### config.mk
export PLATFORM = sky130hd
export DESIGN_NAME = bus_share_arb
export DESIGN_NICKNAME = d
export VERILOG_FILES = /design/src/rtl/bsa_pkg.sv /design/src/rtl/bsa_prio_pick.sv /design/src/rtl/bsa_req_mux.sv /design/src/rtl/bsa_rsp_route.sv /design/src/rtl/bus_share_arb.sv
export SDC_FILE = /design/constraint.sdc
export NUM_CORES = 1
export LEC_CHECK = 0
export ABC_AREA = 1
export BUFFER_PORTS_ARGS = -buffer_cell sky130_fd_sc_hd__buf_2
export CORE_AREA = 2 2 205 207
export CTS_BUF_LIST = sky130_fd_sc_hd__clkbuf_8
export CTS_CLUSTER_DIAMETER = 100
export DETAILED_ROUTE_END_ITERATION = 16
export DIE_AREA = 0 0 207 209
export GPL_TIMING_DRIVEN = 0
export PLACE_DENSITY = 0.39
export SLEW_MARGIN = 20
export SYNTH_ARGS = -nofsm -noshare
export SYNTH_HDL_FRONTEND = slang
export SYNTH_SLANG_ARGS = --single-unit
### constraint.sdc
create_clock -name clk -period 1.92 [get_ports clk]
set_clock_uncertainty 0.05 [all_clocks]
set_input_delay 0.384 -clock clk [delete_from_list [all_inputs] [get_ports clk]]
set_output_delay 0.384 -clock clk [all_outputs]
set_load 0.01 [all_outputs]
### src/rtl/bsa_pkg.sv
package bsa_pkg;

    typedef enum logic {
        ARB_PARKED = 1'b0,
        ARB_BUSY   = 1'b1
    } arb_state_e;

    function automatic int idx_width(input int n);
        return (n > 1) ? $clog2(n) : 1;
    endfunction

endpackage

### src/rtl/bsa_prio_pick.sv
module bsa_prio_pick #(
    parameter int N_REQ = 4,
    parameter int IDX_W = 2
) (
    input  logic [N_REQ-1:0] req,
    output logic [IDX_W-1:0] idx,
    output logic             any
);

    // Scan from the top so the lowest set bit is written last.
    always_comb begin
        idx = '0;
        for (int i = N_REQ - 1; i >= 0; i--) begin
            if (req[i]) begin
                idx = IDX_W'(i);
            end
        end
    end

    assign any = |req;

endmodule

### src/rtl/bsa_req_mux.sv
module bsa_req_mux #(
    parameter int N_REQ  = 4,
    parameter int ADDR_W = 32,
    parameter int DATA_W = 32,
    parameter int SEL_W  = 4
) (
    input  logic [N_REQ-1:0]        gnt_oh,
    input  logic [N_REQ-1:0]        m_cyc,
    input  logic [N_REQ-1:0]        m_stb,
    input  logic [N_REQ-1:0]        m_we,
    input  logic [N_REQ*SEL_W-1:0]  m_sel,
    input  logic [N_REQ*ADDR_W-1:0] m_adr,
    input  logic [N_REQ*DATA_W-1:0] m_dat_w,
    output logic                    s_cyc,
    output logic                    s_stb,
    output logic                    s_we,
    output logic [SEL_W-1:0]        s_sel,
    output logic [ADDR_W-1:0]       s_adr,
    output logic [DATA_W-1:0]       s_dat_w
);

    // One-hot AND-OR selection: a single level of gating per bit.
    always_comb begin
        s_cyc   = 1'b0;
        s_stb   = 1'b0;
        s_we    = 1'b0;
        s_sel   = '0;
        s_adr   = '0;
        s_dat_w = '0;
        for (int i = 0; i < N_REQ; i++) begin
            if (gnt_oh[i]) begin
                s_cyc   = s_cyc   | m_cyc[i];
                s_stb   = s_stb   | m_stb[i];
                s_we    = s_we    | m_we[i];
                s_sel   = s_sel   | m_sel[i*SEL_W +: SEL_W];
                s_adr   = s_adr   | m_adr[i*ADDR_W +: ADDR_W];
                s_dat_w = s_dat_w | m_dat_w[i*DATA_W +: DATA_W];
            end
        end
    end

endmodule

### src/rtl/bsa_rsp_route.sv
module bsa_rsp_route #(
    parameter int N_REQ  = 4,
    parameter int DATA_W = 32
) (
    input  logic [N_REQ-1:0]        gnt_oh,
    input  logic                    s_ack,
    input  logic                    s_stall,
    input  logic [DATA_W-1:0]       s_dat_r,
    output logic [N_REQ-1:0]        m_ack,
    output logic [N_REQ-1:0]        m_stall,
    output logic [N_REQ*DATA_W-1:0] m_dat_r
);

    for (genvar g = 0; g < N_REQ; g++) begin : g_port
        assign m_ack[g]                   = gnt_oh[g] & s_ack;
        assign m_stall[g]                 = gnt_oh[g] ? s_stall : 1'b1;
        assign m_dat_r[g*DATA_W +: DATA_W] = s_dat_r;
    end

endmodule

### src/rtl/bus_share_arb.sv
module bus_share_arb
    import bsa_pkg::*;
#(
    parameter  int N_MST  = 4,
    parameter  int ADDR_W = 32,
    parameter  int DATA_W = 32,
    localparam int SEL_W  = DATA_W / 8
) (
    input  logic                    clk,
    input  logic                    rst,
    input  logic [N_MST-1:0]        m_cyc,
    input  logic [N_MST-1:0]        m_stb,
    input  logic [N_MST-1:0]        m_we,
    input  logic [N_MST*SEL_W-1:0]  m_sel,
    input  logic [N_MST*ADDR_W-1:0] m_adr,
    input  logic [N_MST*DATA_W-1:0] m_dat_w,
    output logic [N_MST*DATA_W-1:0] m_dat_r,
    output logic [N_MST-1:0]        m_ack,
    output logic [N_MST-1:0]        m_stall,
    output logic                    s_cyc,
    output logic                    s_stb,
    output logic                    s_we,
    output logic [SEL_W-1:0]        s_sel,
    output logic [ADDR_W-1:0]       s_adr,
    output logic [DATA_W-1:0]       s_dat_w,
    input  logic [DATA_W-1:0]       s_dat_r,
    input  logic                    s_ack,
    input  logic                    s_stall
);

    localparam int IDX_W = idx_width(N_MST);

    arb_state_e       state_q;
    arb_state_e       state_d;
    logic [IDX_W-1:0] own_q;
    logic [IDX_W-1:0] sel_idx;
    logic [IDX_W-1:0] pick_idx;
    logic             pick_any;
    logic             owner_live;
    logic [N_MST-1:0] gnt_oh;

    bsa_prio_pick #(
        .N_REQ (N_MST),
        .IDX_W (IDX_W)
    ) u_pick (
        .req (m_cyc),
        .idx (pick_idx),
        .any (pick_any)
    );

    assign owner_live = m_cyc[own_q];

    // Selection and next state: combinational, so a claim or a
    // handover reaches the slave in the cycle the request appears.
    always_comb begin
        sel_idx = own_q;
        state_d = state_q;
        unique case (state_q)
            ARB_BUSY: begin
                if (owner_live) begin
                    sel_idx = own_q;           // hold
                    state_d = ARB_BUSY;
                end else if (pick_any) begin
                    sel_idx = pick_idx;        // handover
                    state_d = ARB_BUSY;
                end else begin
                    sel_idx = own_q;           // release, owner stays parked
                    state_d = ARB_PARKED;
                end
            end
            ARB_PARKED: begin
                if (pick_any) begin
                    sel_idx = pick_idx;        // claim
                    state_d = ARB_BUSY;
                end else begin
                    sel_idx = own_q;           // rest
                    state_d = ARB_PARKED;
                end
            end
        endcase
    end

    // State and owner registers.
    always_ff @(posedge clk) begin
        if (rst) begin
            state_q <= ARB_PARKED;
            own_q   <= '0;
        end else begin
            state_q <= state_d;
            own_q   <= sel_idx;
        end
    end

    for (genvar g = 0; g < N_MST; g++) begin : g_dec
        assign gnt_oh[g] = (sel_idx == IDX_W'(g));
    end

    bsa_req_mux #(
        .N_REQ  (N_MST),
        .ADDR_W (ADDR_W),
        .DATA_W (DATA_W),
        .SEL_W  (SEL_W)
    ) u_req_mux (
        .gnt_oh  (gnt_oh),
        .m_cyc   (m_cyc),
        .m_stb   (m_stb),
        .m_we    (m_we),
        .m_sel   (m_sel),
        .m_adr   (m_adr),
        .m_dat_w (m_dat_w),
        .s_cyc   (s_cyc),
        .s_stb   (s_stb),
        .s_we    (s_we),
        .s_sel   (s_sel),
        .s_adr   (s_adr),
        .s_dat_w (s_dat_w)
    );

    bsa_rsp_route #(
        .N_REQ  (N_MST),
        .DATA_W (DATA_W)
    ) u_rsp_route (
        .gnt_oh  (gnt_oh),
        .s_ack   (s_ack),
        .s_stall (s_stall),
        .s_dat_r (s_dat_r),
        .m_ack   (m_ack),
        .m_stall (m_stall),
        .m_dat_r (m_dat_r)
    );

endmodule

Word-level counts from Yosys, hierarchy flattened
Cells that the tools add are included.
- bitwise operators: 23
- order comparisons: 1
- multiplexer cells: 40
- reduce and logical (&&, ||, !) cells: 2
- equality and inequality tests: 3
- operators with widths (cell ; number):
    $mux 32 ; 8
    $or 32x32->32 ; 6
    $mux 1 ; 19
    $mux 4 ; 4
    $mux 2 ; 6
    $or 4x4->4 ; 3
    $or 1x1->1 ; 9
    $and 1x1->1 ; 4
    $eq 2x2->1 const B ; 2
    $pmux 2 s2 ; 1
    $reduce_or 4->1 ; 1
    $lt 2x3->1 const B ; 1
    $bmux 1 s2 ; 1
    $eq 2x1->1 const B ; 1
    $logic_not 2->1 ; 1
    $pmux 1 s2 ; 1
    $not 1->1 ; 1
- register bits after elaboration: 3
- logic and storage cells: 71
- input bits: 320
- output and inout port bits: 207

Depth between registers and ports, before layout
- depth in word-level cells: 15
- gate-level depth with buffers: 13

Cells and area by module
From an unflattened synthesis, not the netlist that was laid out.
- cell total of the unflattened synthesis: 858
- area, all modules: 4112.7 um2
- modules (own cells, without submodules) (module ; seq. area each (um2) ; times used ; cells each ; area an instance (um2)):
    bsa_req_mux ; 0.0 ; 1 ; 671 ; 2844.0
    bsa_rsp_route ; 0.0 ; 1 ; 141 ; 1009.7
    bus_share_arb ; 60.1 ; 1 ; 37 ; 212.7
    bsa_prio_pick ; 0.0 ; 1 ; 9 ; 46.3

Worst setup path before layout
OpenSTA, ideal clock, no wires.
- kind: input to output
- start point: input m_cyc[1]
- end point: output m_ack[1]
- cell stages on the path: 8
- required time: 1486 ps
- path slack: -32 ps
- buffers on the path: 1
- arrival time: 1518 ps
- cell sequence: nor2_1 nand3_1 nand2_1 nand3_2 nand2_2 buf_2 inv_1 nor3_1
- word-level cells in the longest chain between the ends: 7
- RTL lines (item ; line ; text):
    start: declaration ; bus_share_arb.sv:11 ; input logic [N_MST-1:0] m_cyc,
    $mux 2 (2 in a row) ; bsa_prio_pick.sv:14 ; if (req[i]) begin
    $mux 2 ; bus_share_arb.sv:63, bus_share_arb.sv:72 ;
    $mux 2 ; bus_share_arb.sv:60 ; if (owner_live) begin
    $pmux 2 s2 * ; bus_share_arb.sv:58 ; unique case (state_q)
    $eq 2x1->1 * ; bus_share_arb.sv:95 ; assign gnt_oh[g] = (sel_idx == IDX_W'(g));
    $and 1x1->1 * ; bsa_rsp_route.sv:15 ; assign m_ack[g] = gnt_oh[g] & s_ack;
    end: declaration ; bus_share_arb.sv:18 ; output logic [N_MST-1:0] m_ack,
Mark *: on every way between the ends. The rest lies on a longest branch, timed or not. The select of a mux whose other input is x is not followed.

Final worst setup path
- start point: register own_q[0]
- end point: output m_ack[1]
- word-level cells in the longest chain between the ends: 6
- RTL lines (item ; line ; text):
    start: declaration ; bus_share_arb.sv:35 ; logic [IDX_W-1:0] own_q;
    start signal: assignment ; bus_share_arb.sv:90 ; own_q <= sel_idx;
    $bmux 1 s2 ; bus_share_arb.sv:51 ; assign owner_live = m_cyc[own_q];
    $mux 1 (implied by the code) ; bus_share_arb.sv:51 ;
    $mux 2 ; bus_share_arb.sv:60 ;
    $pmux 2 s2 * ; bus_share_arb.sv:58 ;
    $eq 2x1->1 * ; bus_share_arb.sv:95 ;
    $and 1x1->1 * ; bsa_rsp_route.sv:15 ;
Marks and branches as above.

==> results_dict.tcl <==
set metrics [dict create \
    status "complete, but fails checks" \
    violations "setup timing" \
    grt_overflow 0 \
    drive_gt1_frac 0.6578 \
    power.density_nw_per_um2 334.5 \
    postLayoutSetupSlackWorst_ns -0.4240 \
    drv_cap 0 \
    yosysWarningCount 0 \
    slew_violations 0 \
    regArea_um2 68.82 \
    setup_viol 78 \
    worst_path_max_delay_cell "dfxtp_4" \
    stdcell_count 1965 \
    coreArea_um2 41290 \
    grt_use_total 0.1388 \
    area_growth_pct 126.4 \
    syn_inst 881 \
    multi_input_area_um2 3308 \
    drc 0 \
    htree_levels 1 \
    worstMarginPinSlew_ns 0.2506 \
    met2_usage 0.2568 \
    drt-total-wl_um 33790 \
    ctsHoldBuffers 0 \
    arrival_ns 1.91 \
    drt_iter0_drc 308 \
    synthesis.nets 1201 \
    grt_pass1_vias 7368 \
    gp_congestion 0.8999 \
    period_needed_ns 2.344 \
    fp.dieW_um 207 \
    synth_top_area_cell "buf_4" \
    ir_drop_mv 0.1650 \
    final_util 0.2456 \
    ios 527 \
    vias 7767 \
    cp-start-kind "register" \
    portBuffers 494 \
    cts.sinks 3 \
    initial_core_util 0.1085 \
    timing.fmax_ghz 0.4266 \
    netlist-cell-type-count 18 \
    clk_pin_slew_worst_paths_ns 0.03 \
    syn_area_um2 4481 \
    first_pass_iters 5 \
    synth_area_per_cell_um2 5.086 \
    die_height_um 209 \
    n_fill_cell 4814 \
    cts_max_path_buffers 2 \
    grt_pass1_wl_um 46200 \
    numCtsBuffers 3 \
    ys_seq_area_frac 0.01340 \
    synth-seq-cells 3 \
    use_met1 0.1749 \
    grt_use_met3 0.01653 \
    antenna_left 0 \
    endpoint_kind "primary output" \
    crit_path_cell_trace "buf_6 -> nand3_4 -> nand2_4 -> nand3_4 -> buf_12 -> nand2_8 -> buf_12 -> buf_8 -> clkinvlp_4 -> nor3_2 -> buf_2" \
    leakage_nw 5.629 \
    hold_violations 0 \
    cts_tree "built" \
    antenna_found_initial 4 \
    min_path_type "input pin to register" \
    cts-root-buf "clkbuf_8" \
    crit_type "register to primary output" \
    yosysTopAreaCellShare 0.2228 \
    grt_max_degree 11 \
    rows 75 \
    rsz0062_at_grt "true" \
    path_buf_inv 6 \
    wl_per_cell_um 17.19 \
    dp_hpwl_um 26360 \
    critPathRequiredTime_ns 1.49 \
    top_usage_layer "met2" \
    vias_per_cell 3.953 \
    dp.cells 1914 \
    clk_latency_ns 0.21 \
    r2r_slack_ns 0.13 \
    crit_path_max_fanout 5 \
    fin_nets 1744 \
    path_delay_family "buffers and inverters" \
    total_power_mw 3.392 \
    layout_worst_path_cycle_share 1.221 \
    synthTopCellsByArea "buf_4 22%, nand4_1 20%, nand2_1 19%, nand3_1 16%, inv_1 13%" \
    relSlewSlack 0.8329 \
    die_area_um2 43260 \
    max_stage_delay_ns 0.35 \
]
[worst paths after layout]
path,cells after the start,from,to
setup / recovery,11,own_q[0],m_ack[1]
hold / removal,2,rst,state_q
setup reg to reg,11,own_q[0],own_q[0]
hold reg to reg,7,own_q[1],own_q[1]
[repair_timing]
item	4_1_cts	5_1_grt
resized for setup	264	198
setup buffers	22	2
cloned	12	15
endpoints found under the setup margin	80	78
pin swaps	32	105
[layer usage]
metal / wire (um) / part of all wire
met5: 13 / 0.00038
met4: 619 / 0.018
met3: 1704 / 0.050
met2: 17440 / 0.52
met1: 14010 / 0.41
[through the flow]
step	worst slack [ns]	cell area, um2	setup TNS (ns)	hold slack, ns
floorplan	-0.03232	4493	-0.06464	0.4031
global placement	-1.278	7640	-86.12	0.5343
detailed placement	-1.273	7640	-85.42	0.5333
CTS	-0.4589	9136	-32.10	0.3029
global route	-0.5303	10140	-37.76	0.3049
finish	-0.4240	10140	-30.14	0.3030
[kinds of logic after synthesis]
logic type	Yosys count	synth area share
AO/OA/AOI/OAI	1	0.001116
buffers and inverters	354	0.4219
flip-flops	3	0.01340
AND/OR/NAND/NOR	523	0.5635
[cells in the final DEF (no fill, tap or decap)]
master	n
nand2_4	6
buf_8	22
clkinvlp_4	1
nand2_2	44
nand3_1	53
dfxtp_4	2
clkbuf_16	15
diode_2	3
nand3_4	7
nand2_8	4
dfxtp_2	1
nand3_2	87
nand2_1	173
clkbuf_2	1
clkinv_8	1
inv_2	33
nand3b_4	1
nand4_1	140
inv_1	117
buf_4	148
nor3_1	1
buf_12	18
inv_12	1
buf_6	59
buf_16	8
nor3_2	3
clkbuf_4	5
clkbuf_8	5
nor2_1	2
a21oi_1	1
buf_2	461
nor2_4	3
[where the power goes]
group | switching [mW] | internal (mW) | leakage [nW]
Sequential | 0.00432 | 0.0659 | 0.0263
Combinational | 1.56 | 1.59 | 5.58
Clock | 0.0418 | 0.136 | 0.0269
Total | 1.60 | 1.79 | 5.63
[layout make-up]
| type | instances | share of cell area |
|---|---|---|
| Timing Repair Buffer | 538 | 0.3515 |
| Multi-Input combinational cell | 525 | 0.3262 |
| Inverter | 151 | 0.05749 |
| Buffer | 201 | 0.1848 |
| Tap cell | 539 | 0.06649 |
| Timing Repair inverter | 1 | 0.001604 |
| Clock inverter | 1 | 0.0003701 |
| Clock buffer | 3 | 0.004071 |
| Antenna cell | 3 | 0.0007402 |
| Sequential cell | 3 | 0.006785 |
[synth_stat cells]
library cell	instances
nor2_1	4
buf_2	44
nor2_2	1
nand2_2	3
nand3b_2	1
inv_2	1
buf_4	133
buf_6	1
nand3_1	146
inv_1	150
nor3_1	4
clkbuf_1	12
buf_1	13
a21oi_1	1
nand2_1	223
dfxtp_1	3
nand4_1	140
nand3_2	1
[flip-flops by register name (all words and copies together) (netlist names)]
| register | count |
|---|---|
| state_q | 1 |
| own_q | 2 |
(Power assumes the default switching activity.)
